--- src/rtl/dcd_oe_pkg.sv ---
package dcd_oe_pkg;

   // Decoded access request for one clock edge
   typedef struct packed {
      logic sel_start;   // access that selects the device
      logic dsel_start;  // access that deselects the device
      logic rd_start;    // selecting access that is a read
      logic activity;    // any strobe low or main select active
   } dcd_req_t;

   localparam int unsigned DCD_MIN_SYNC = 2;

endpackage

--- src/rtl/dcd_access_decode.sv ---
module dcd_access_decode
   import dcd_oe_pkg::*;
(
   input  logic     cs_main,
   input  logic     cs_aux,
   input  logic     strobe_p_n,
   input  logic     strobe_c_n,
   input  logic     write_det,
   input  logic     hold_off,
   output dcd_req_t req
);

   logic p_ok;
   logic c_ok;
   logic start;
   logic chosen;

   always_comb begin
      // processor strobe only counts with the main select active
      p_ok   = !strobe_p_n && cs_main;
      c_ok   = !strobe_c_n;
      start  = (p_ok || c_ok) && !hold_off;
      chosen = cs_main && cs_aux;
      req.sel_start  = start && chosen;
      req.dsel_start = start && !chosen;
      req.rd_start   = start && chosen && !write_det;
      req.activity   = !strobe_p_n || !strobe_c_n || cs_main;
   end

endmodule

--- src/rtl/dcd_enable_pipe.sv ---
module dcd_enable_pipe
   import dcd_oe_pkg::*;
(
   input  logic     clk,
   input  logic     rst,
   input  dcd_req_t req,
   input  logic     write_det,
   output logic     en_q,
   output logic     blank_q,
   output logic     wr_q
);

   logic pend_q;

   always_ff @(posedge clk) begin
      if (rst) begin
         en_q    <= 1'b0;
         pend_q  <= 1'b0;
         blank_q <= 1'b0;
         wr_q    <= 1'b0;
      end else begin
         if (req.sel_start)   en_q <= 1'b1;
         else if (pend_q)     en_q <= 1'b0;
         pend_q  <= req.dsel_start;
         blank_q <= req.rd_start && !en_q;
         if (req.sel_start)   wr_q <= write_det;
         else                 wr_q <= wr_q | write_det;
      end
   end

   // a fresh deselect leaves the enable stage untouched for one edge
   a_r3_hold_on_deselect : assert property (@(posedge clk) disable iff (rst)
      req.dsel_start && !pend_q |=> en_q == $past(en_q));

   // a pending deselect turns the stage off unless reselected
   a_r3_off_after_pend : assert property (@(posedge clk) disable iff (rst)
      pend_q && !req.sel_start |=> !en_q);

   // blanking never lasts more than one cycle
   a_r2_blank_single : assert property (@(posedge clk) disable iff (rst)
      blank_q |=> !blank_q);

   // write hold persists until a selecting access
   a_r6_write_sticky : assert property (@(posedge clk) disable iff (rst)
      wr_q && !req.sel_start |=> wr_q);

endmodule

--- src/rtl/dcd_sleep_seq.sv ---
module dcd_sleep_seq
   import dcd_oe_pkg::*;
#(
   parameter int unsigned SYNC_STAGES = 2,
   parameter int unsigned REC_CYCLES  = 2,
   parameter bit          ERR_STICKY  = 1'b0
)(
   input  logic clk,
   input  logic rst,
   input  logic sleep_req,
   input  logic activity,
   output logic sleep_state,
   output logic quiet_win,
   output logic busy,
   output logic rec_err
);

   localparam int unsigned CW = $clog2(REC_CYCLES + 1);
   localparam logic [CW-1:0] CNT_LOAD = CW'(REC_CYCLES);

   logic [SYNC_STAGES-1:0] chain;
   logic [CW-1:0]          cnt_q;
   logic                   exiting;
   logic                   viol;

   generate
      if (SYNC_STAGES < DCD_MIN_SYNC) begin : g_bad_sync
         $error("SYNC_STAGES must be at least 2");
      end
      if (REC_CYCLES < 1) begin : g_bad_rec
         $error("REC_CYCLES must be at least 1");
      end
      for (genvar g = 0; g < SYNC_STAGES; g++) begin : g_sync
         if (g == 0) begin : g_first
            always_ff @(posedge clk) begin
               if (rst) chain[0] <= 1'b0;
               else     chain[0] <= sleep_req;
            end
         end else begin : g_next
            always_ff @(posedge clk) begin
               if (rst) chain[g] <= 1'b0;
               else     chain[g] <= chain[g-1];
            end
         end
      end
   endgenerate

   assign sleep_state = chain[SYNC_STAGES-1];
   assign exiting     = chain[SYNC_STAGES-1] && !chain[SYNC_STAGES-2];
   assign quiet_win   = (cnt_q != '0);
   assign busy        = sleep_req || (|chain) || quiet_win;
   assign viol        = quiet_win && activity;

   always_ff @(posedge clk) begin
      if (rst)               cnt_q <= '0;
      else if (exiting)      cnt_q <= CNT_LOAD;
      else if (cnt_q != '0)  cnt_q <= cnt_q - 1'b1;
   end

   generate
      if (ERR_STICKY) begin : g_err_sticky
         always_ff @(posedge clk) begin
            if (rst) rec_err <= 1'b0;
            else     rec_err <= rec_err | viol;
         end
      end else begin : g_err_pulse
         always_ff @(posedge clk) begin
            if (rst) rec_err <= 1'b0;
            else     rec_err <= viol;
         end
         // a pulse only follows an edge inside the window
         a_r10_err_in_window : assert property (@(posedge clk) disable iff (rst)
            rec_err |-> $past(quiet_win));
      end
   endgenerate

   // the window opens on the edge where sleep indication drops
   a_r8_window_after_exit : assert property (@(posedge clk) disable iff (rst)
      $fell(sleep_state) |-> quiet_win);

endmodule

--- src/rtl/dcd_oe_pipe.sv ---
module dcd_oe_pipe
   import dcd_oe_pkg::*;
#(
   parameter int unsigned SYNC_STAGES = 2,
   parameter int unsigned REC_CYCLES  = 2,
   parameter bit          ERR_STICKY  = 1'b0
)(
   input  logic clk,
   input  logic rst,
   input  logic cs_main,
   input  logic cs_aux,
   input  logic strobe_p_n,
   input  logic strobe_c_n,
   input  logic write_det,
   input  logic oe_n,
   input  logic sleep_req,
   output logic bus_drive_en,
   output logic sleep_state,
   output logic rec_err
);

   dcd_req_t req;
   logic     en_q;
   logic     blank_q;
   logic     wr_q;
   logic     quiet_win;
   logic     busy;
   logic     hold_off;

   assign hold_off = sleep_state || quiet_win;

   dcd_access_decode u_dec (
      .cs_main    (cs_main),
      .cs_aux     (cs_aux),
      .strobe_p_n (strobe_p_n),
      .strobe_c_n (strobe_c_n),
      .write_det  (write_det),
      .hold_off   (hold_off),
      .req        (req)
   );

   dcd_enable_pipe u_pipe (
      .clk       (clk),
      .rst       (rst),
      .req       (req),
      .write_det (write_det),
      .en_q      (en_q),
      .blank_q   (blank_q),
      .wr_q      (wr_q)
   );

   dcd_sleep_seq #(
      .SYNC_STAGES (SYNC_STAGES),
      .REC_CYCLES  (REC_CYCLES),
      .ERR_STICKY  (ERR_STICKY)
   ) u_sleep (
      .clk         (clk),
      .rst         (rst),
      .sleep_req   (sleep_req),
      .activity    (req.activity),
      .sleep_state (sleep_state),
      .quiet_win   (quiet_win),
      .busy        (busy),
      .rec_err     (rec_err)
   );

   assign bus_drive_en = en_q && !blank_q && !wr_q && !write_det
                         && !busy && !oe_n;

   // the cycle in which the enable stage first turns on is dark
   a_r2_first_cycle_dark : assert property (@(posedge clk) disable iff (rst)
      $rose(en_q) |-> !bus_drive_en);

   // a settled sleep freezes the enable stage
   a_r9_sleep_frozen : assert property (@(posedge clk) disable iff (rst)
      sleep_state && $past(sleep_state) |=> $stable(en_q));

endmodule

--- config.mk ---
export PLATFORM = sky130hd
export DESIGN_NAME = dcd_oe_pipe
export DESIGN_NICKNAME = d
export VERILOG_FILES = /design/src/rtl/dcd_oe_pkg.sv /design/src/rtl/dcd_access_decode.sv /design/src/rtl/dcd_enable_pipe.sv /design/src/rtl/dcd_sleep_seq.sv /design/src/rtl/dcd_oe_pipe.sv
export SDC_FILE = /design/constraint.sdc
export NUM_CORES = 1
export LEC_CHECK = 0
export CAP_MARGIN = 20
export CORE_AREA = 2 2 39 41
export DETAILED_ROUTE_END_ITERATION = 7
export DIE_AREA = 0 0 41 43
export PLACE_DENSITY = 0.54
export SLEW_MARGIN = 5
export SYNTH_ARGS = -nofsm -noshare
export SYNTH_HDL_FRONTEND = slang
export SYNTH_SLANG_ARGS = --single-unit
--- constraint.sdc ---
create_clock -name clk -period 3.3 [get_ports clk]
set_clock_uncertainty 0.2 [all_clocks]
set_input_delay 0.66 -clock clk [delete_from_list [all_inputs] [get_ports clk]]
set_output_delay 0.66 -clock clk [all_outputs]
set_load 0.01 [all_outputs]
==> flow_metrics.tcl, run 1 <==
set metrics [dict create \
    rsz0062_at_grt "no" \
    via_per_inst 4.50 \
    grt_first_pass_wirelength_um 1030 \
    ir_drop_uv 110 \
    nets 60 \
    cts_buffers 3 \
    crit_path_end_kind "output port" \
    fmax_mhz 328 \
    drt_iter0_markers 1 \
    post_drt_wl_per_cell_um 10.6 \
    fin_tns_setup_ns 0 \
    min_path_type "reg2reg" \
    place_hpwl_um 539 \
    grt_use_total_pct 9.25 \
    crit_type "in2out" \
    dp.cells 62 \
    vias 297 \
    slew_violations 0 \
    relSlewSlack_pct 72.9 \
    synth.distinct_cells 19 \
    ios 12 \
    synth_top_cells_by_area "dfxtp_1, o32ai_2, nor2_1" \
    drc_errors 0 \
    final.period_utilization_pct 92.4 \
    cts_resized 0 \
    fin_total_pwr_mw 0.227 \
    drt_first_pass_iters 2 \
    placed_area_um2 485 \
    start_util_pct 26.2 \
    required_ns 2.44 \
    setup_slack_ns 0.251 \
    outcome "finished clean" \
    whs_ns 0.291 \
    num_rows 14 \
    ant_nets 0 \
    ys_warn_count 0 \
    stdcell_count 66 \
    clk_pin_slew_ns 0.06 \
    netlist_area_um2 363 \
    ys_seq_area_share_pct 49.7 \
    grt_pass1_vias 257 \
    startpoint_type "primary input" \
    design_area_um2 512 \
    swShare_pct 22.0 \
    drive_gt1_share_pct 14.0 \
    gp_congestion 0.772 \
    cts_tree "yes" \
    clock-sinks 9 \
    power.density_mw_per_mm2 444 \
    p_switching_mw 0.0499 \
    hold_buffers 0 \
    power.leakage_nw 0.193 \
    synth_top_area_share_pct 49.7 \
    drv_cap 0 \
    setup_viol 0 \
    die_w_um 41 \
    clockBufferDepth 2 \
    post-route-util_pct 37.0 \
    port_buffers 11 \
    wl_um 700 \
    synth_top_cell_by_area "dfxtp_1" \
    diodes 0 \
    die_area_mm2 0.00176 \
    cp.arrival_ns 2.19 \
    ys_ff_latch 9 \
    grt_overflow 0 \
    worst_slew_pin_slew_ns 0.403 \
    sequentialPowerShare_pct 51.3 \
    internal_power_mw 0.177 \
    dp_slack_ns 0.241 \
    finalHoldViolCount 0 \
    cts-root-buf "clkbuf_4" \
    area_growth_pct 41.0 \
    cts_max_level 1 \
    crit_fanout 3 \
    postSynthCellCount 36 \
    clock_latency_ns 0.25 \
    antenna_found_initial 0 \
    coreArea_mm2 0.00138 \
    p_clk_share_pct 36.5 \
    nFillCells 156 \
    post_cts_buffers 0 \
    multiInputGateArea_um2 171 \
    combPwrFrac_pct 12.2 \
    register_area_um2 180 \
    synth_area_per_cell_um2 10.1 \
    synth_nets 45 \
    grt_start_max_net_pins 10 \
    min_period_ns 3.05 \
    die_height_um 43 \
]
[state kept, by name, summed over array words and instances (netlist names)]
name / flops
u_pipe.pend_q: 1
u_sleep.chain: 1
u_pipe.wr_q: 1
u_sleep.sleep_state: 1
u_sleep.cnt_q: 2
u_pipe.blank_q: 1
u_sleep.rec_err: 1
u_pipe.en_q: 1
[layout make-up]
type | count | share of cell area, %
Clock buffer | 4 | 5.13
Multi-Input combinational cell | 25 | 33.5
Inverter | 1 | 0.733
Timing Repair Buffer | 11 | 21.5
Sequential cell | 9 | 35.2
Tap cell | 16 | 3.91
[power by group through the flow]
stage                     sequential (mW)  clock (mW)  combinational, mW
after detailed placement            0.119           0             0.0280
final                               0.117      0.0829             0.0276
after global placement              0.119           0             0.0281
after global routing                0.117      0.0924             0.0299
after floorplan                     0.118           0             0.0141
after CTS                           0.117      0.0868             0.0282
[per-layer routing]
layer	vias to the layer above	share of wire [%]	global-route usage, %
li1	157	-	-
met1	135	48	11.3
met2	3	48	11.3
met3	2	2.1	4.71
met4	0	1.3	8.00
met5	-	0	0
[placed cells by master, fill, tap and decap left out, drive strengths merged]
cell | netlist | routed
nand2b | 2 | 2
and2 | 2 | 2
nor4 | 2 | 2
nand2 | 3 | 3
o32ai | 1 | 1
or4 | 1 | 1
and4b | 1 | 1
nor2 | 4 | 4
nor2b | 2 | 2
and4 | 1 | 1
a21oi | 1 | 1
clkbuf | 0 | 4
or2b | 1 | 1
dfxtp | 9 | 9
inv | 1 | 1
and3 | 1 | 1
a211oi | 2 | 2
a311oi | 1 | 1
clkdlybuf4s50 | 0 | 11
[cells by family after synthesis]
logic type	after synthesis	share of synthesized area, %
buffers and inverters	2	3.10
and+or+nand+nor	20	33.4
AOI/OAI and AO/OA	5	13.8
DFF	9	49.7
[critical path, stage by stage]
cell	delay [ns]
clkdlybuf4s50_1	0.42
nor4_1	0.32
and4b_1	0.26
clkdlybuf4s50_1	0.53
[synthesized netlist by cell type (all sizes together)]
| cell | n |
|---|---|
| dfxtp | 9 |
| nor2 | 4 |
| nand2 | 3 |
| a211oi | 2 |
| and2 | 2 |
| nand2b | 2 |
| nor2b | 2 |
| nor4 | 2 |
| a21oi | 1 |
| a311oi | 1 |
| and3 | 1 |
| and4 | 1 |
| and4b | 1 |
| buf | 1 |
| inv | 1 |
| o32ai | 1 |
| or2b | 1 |
| or4 | 1 |
[worst paths after layout]
| check | from | endpoint | slack [ns] | cells after the start |
|---|---|---|---|---|
| hold / removal | u_pipe.wr_q$_SDFF_PP0_ | u_pipe.wr_q$_SDFF_PP0_ | 0.29 | 2 |
| setup / recovery | write_det | bus_drive_en | 0.25 | 4 |
| hold reg to reg | u_pipe.wr_q$_SDFF_PP0_ | u_pipe.wr_q$_SDFF_PP0_ | 0.29 | 2 |
| setup reg to reg | u_sleep.cnt_q[1]$_SDFFE_PP0P_ | u_pipe.en_q$_SDFFE_PP0P_ | 1.91 | 2 |
(Power assumes the default switching activity.)
==> run 2: changes to the inputs <==
--- a/config.mk
+++ b/config.mk
@@ -7,6 +7,7 @@
 export LEC_CHECK = 0
 export CAP_MARGIN = 20
 export CORE_AREA = 2 2 39 41
+export CTS_BUF_LIST = sky130_fd_sc_hd__clkbuf_4 sky130_fd_sc_hd__clkbuf_8
 export DETAILED_ROUTE_END_ITERATION = 7
 export DIE_AREA = 0 0 41 43
 export PLACE_DENSITY = 0.54
==> constraint.sdc (replaced) <==
create_clock -name clk -period 2.9 [get_ports clk]
set_clock_uncertainty 0.2 [all_clocks]
set_input_delay 0.58 -clock clk [delete_from_list [all_inputs] [get_ports clk]]
set_output_delay 0.58 -clock clk [all_outputs]
set_load 0.01 [all_outputs]
==> run 2 against run 1 <==
Against the previous run: sequential share of layout area fell by 1.2 points; critical path depth stayed put; combinational power increased by 22%; first-iteration DRC count up 100%; clock power up 27%; flip-flop and latch count unchanged; hold slack worse by 0.011 ns; setup slack lost 0.11 ns; clock-buffer cell count stayed put; sequential power grew 14%; register-to-register slack worse by 0.43 ns; largest power group unchanged.
==> flow_metrics.tcl, run 2 (synthesis gave the netlist of run 1 again) <==
set metrics [dict create \
    design_area_um2 529 \
    startpoint_type "primary input" \
    drt_iter0_markers 2 \
    setup_viol 0 \
    fin_tns_setup_ns 0 \
    drt_first_pass_iters 4 \
    slew_violations 0 \
    placed_area_um2 493 \
    place_hpwl_um 549 \
    hold_buffers 0 \
    stdcell_count 67 \
    mostFrequentLayoutCell "clkdlybuf4s50_1" \
    clockBufferDepth 2 \
    drive_gt1_share_pct 19.6 \
    cts_tree "yes" \
    port_buffers 11 \
    die_height_um 43 \
    gp_congestion 0.704 \
    min_period_ns 2.76 \
    antenna_found_initial 0 \
    dp.cells 63 \
    clk_pin_slew_ns 0.05 \
    grt_start_max_net_pins 10 \
    power.density_mw_per_mm2 512 \
    r2r_setup_slack_ns 1.48 \
    drv_cap 0 \
    clock_latency_ns 0.26 \
    cts_max_level 1 \
    cts_resized 0 \
    largest_reg_flops 2 \
    final.period_utilization_pct 95.3 \
    die_w_um 41 \
    fmax_mhz 362 \
    grt_first_pass_wirelength_um 1100 \
    fin_total_pwr_mw 0.271 \
    worst_slew_pin_slew_ns 0.341 \
    crit_type "in2out" \
    cp.arrival_ns 1.98 \
    grt_use_total_pct 9.86 \
    ir_drop_uv 286 \
    wl_um 724 \
    power.leakage_nw 0.202 \
    relSlewSlack_pct 77.2 \
    finalHoldViolCount 0 \
    ant_nets 0 \
    ios 12 \
    nFillCells 140 \
    crit_path_end_kind "output port" \
    cts_buffers 3 \
    num_rows 14 \
    outcome "finished clean" \
    mostFrequentLayoutCells "clkdlybuf4s50_1, dfxtp_1, nor2_1, clkbuf_4, nand2_1" \
    post_cts_buffers 0 \
    clock-sinks 9 \
    setup_slack_ns 0.137 \
    diodes 0 \
    min_path_type "reg2reg" \
    whs_ns 0.280 \
    crit_fanout 1 \
    rsz0062_at_grt "no" \
    top_register "u_sleep.cnt_q" \
    required_ns 2.12 \
    area_growth_pct 45.9 \
    grt_pass1_vias 271 \
    post-route-util_pct 38.2 \
    grt_overflow 0 \
    start_util_pct 26.2 \
    cts-root-buf "clkbuf_4" \
    vias 309 \
    nets 61 \
    drc_errors 0 \
    coreArea_mm2 0.00138 \
    post_drt_wl_per_cell_um 10.8 \
    dp_slack_ns 0.0570 \
    via_per_inst 4.61 \
    die_area_mm2 0.00176 \
]
## run 2: cell types whose count changed in the layout (fill, tap and decap cells not counted)
cell / change
buf_4: +1
clkbuf_1: -1
clkbuf_4: +1
nor4_1: -1
nor4_2: +1
## run 2: final timing paths
path                                                       end                           from  depth (start not counted)
worst max-delay path                              bus_drive_en                           oe_n                          4
worst min-delay path            u_sleep.sleep_state$_SDFF_PP0_    u_sleep.chain[0]$_SDFF_PP0_                          1
worst max register to register        u_pipe.pend_q$_SDFF_PP0_  u_sleep.cnt_q[1]$_SDFFE_PP0P_                          2
worst min register to register  u_sleep.sleep_state$_SDFF_PP0_    u_sleep.chain[0]$_SDFF_PP0_                          1
## run 2: power by group
| group | leakage (nW) | internal (mW) | total (mW) | switching, mW |
|---|---|---|---|---|
| logic | 0.110 | 0.0212 | 0.0337 | 0.0125 |
| clock network | 0.0184 | 0.0623 | 0.105 | 0.0423 |
| registers | 0.0738 | 0.129 | 0.133 | 0.00335 |
| total | 0.202 | 0.213 | 0.271 | 0.0581 |
## run 2: routing by layer
layer	wire length (um)	share of wire (%)	GRT usage [%]
met5	0	0	0
met4	17	2.3	6.00
met3	29	4.0	7.85
met2	344	48	12.2
met1	333	46	11.3
## run 2: final cells by class
| type | instances | area (um^2) | area share (%) |
|---|---|---|---|
| clock buffers | 4 | 30.0 | 5.67 |
| multi-input cells | 25 | 178 | 33.6 |
| flip-flops and latches | 9 | 180 | 34.0 |
| repair buffers | 12 | 118 | 22.2 |
| inverters | 1 | 3.75 | 0.709 |
| well taps | 16 | 20.0 | 3.78 |
## run 2: worst max-delay path, cell delays in order
cell	delay [ns]
clkdlybuf4s50_1	0.40
nor4_1	0.25
and4b_1	0.22
clkdlybuf4s50_1	0.54
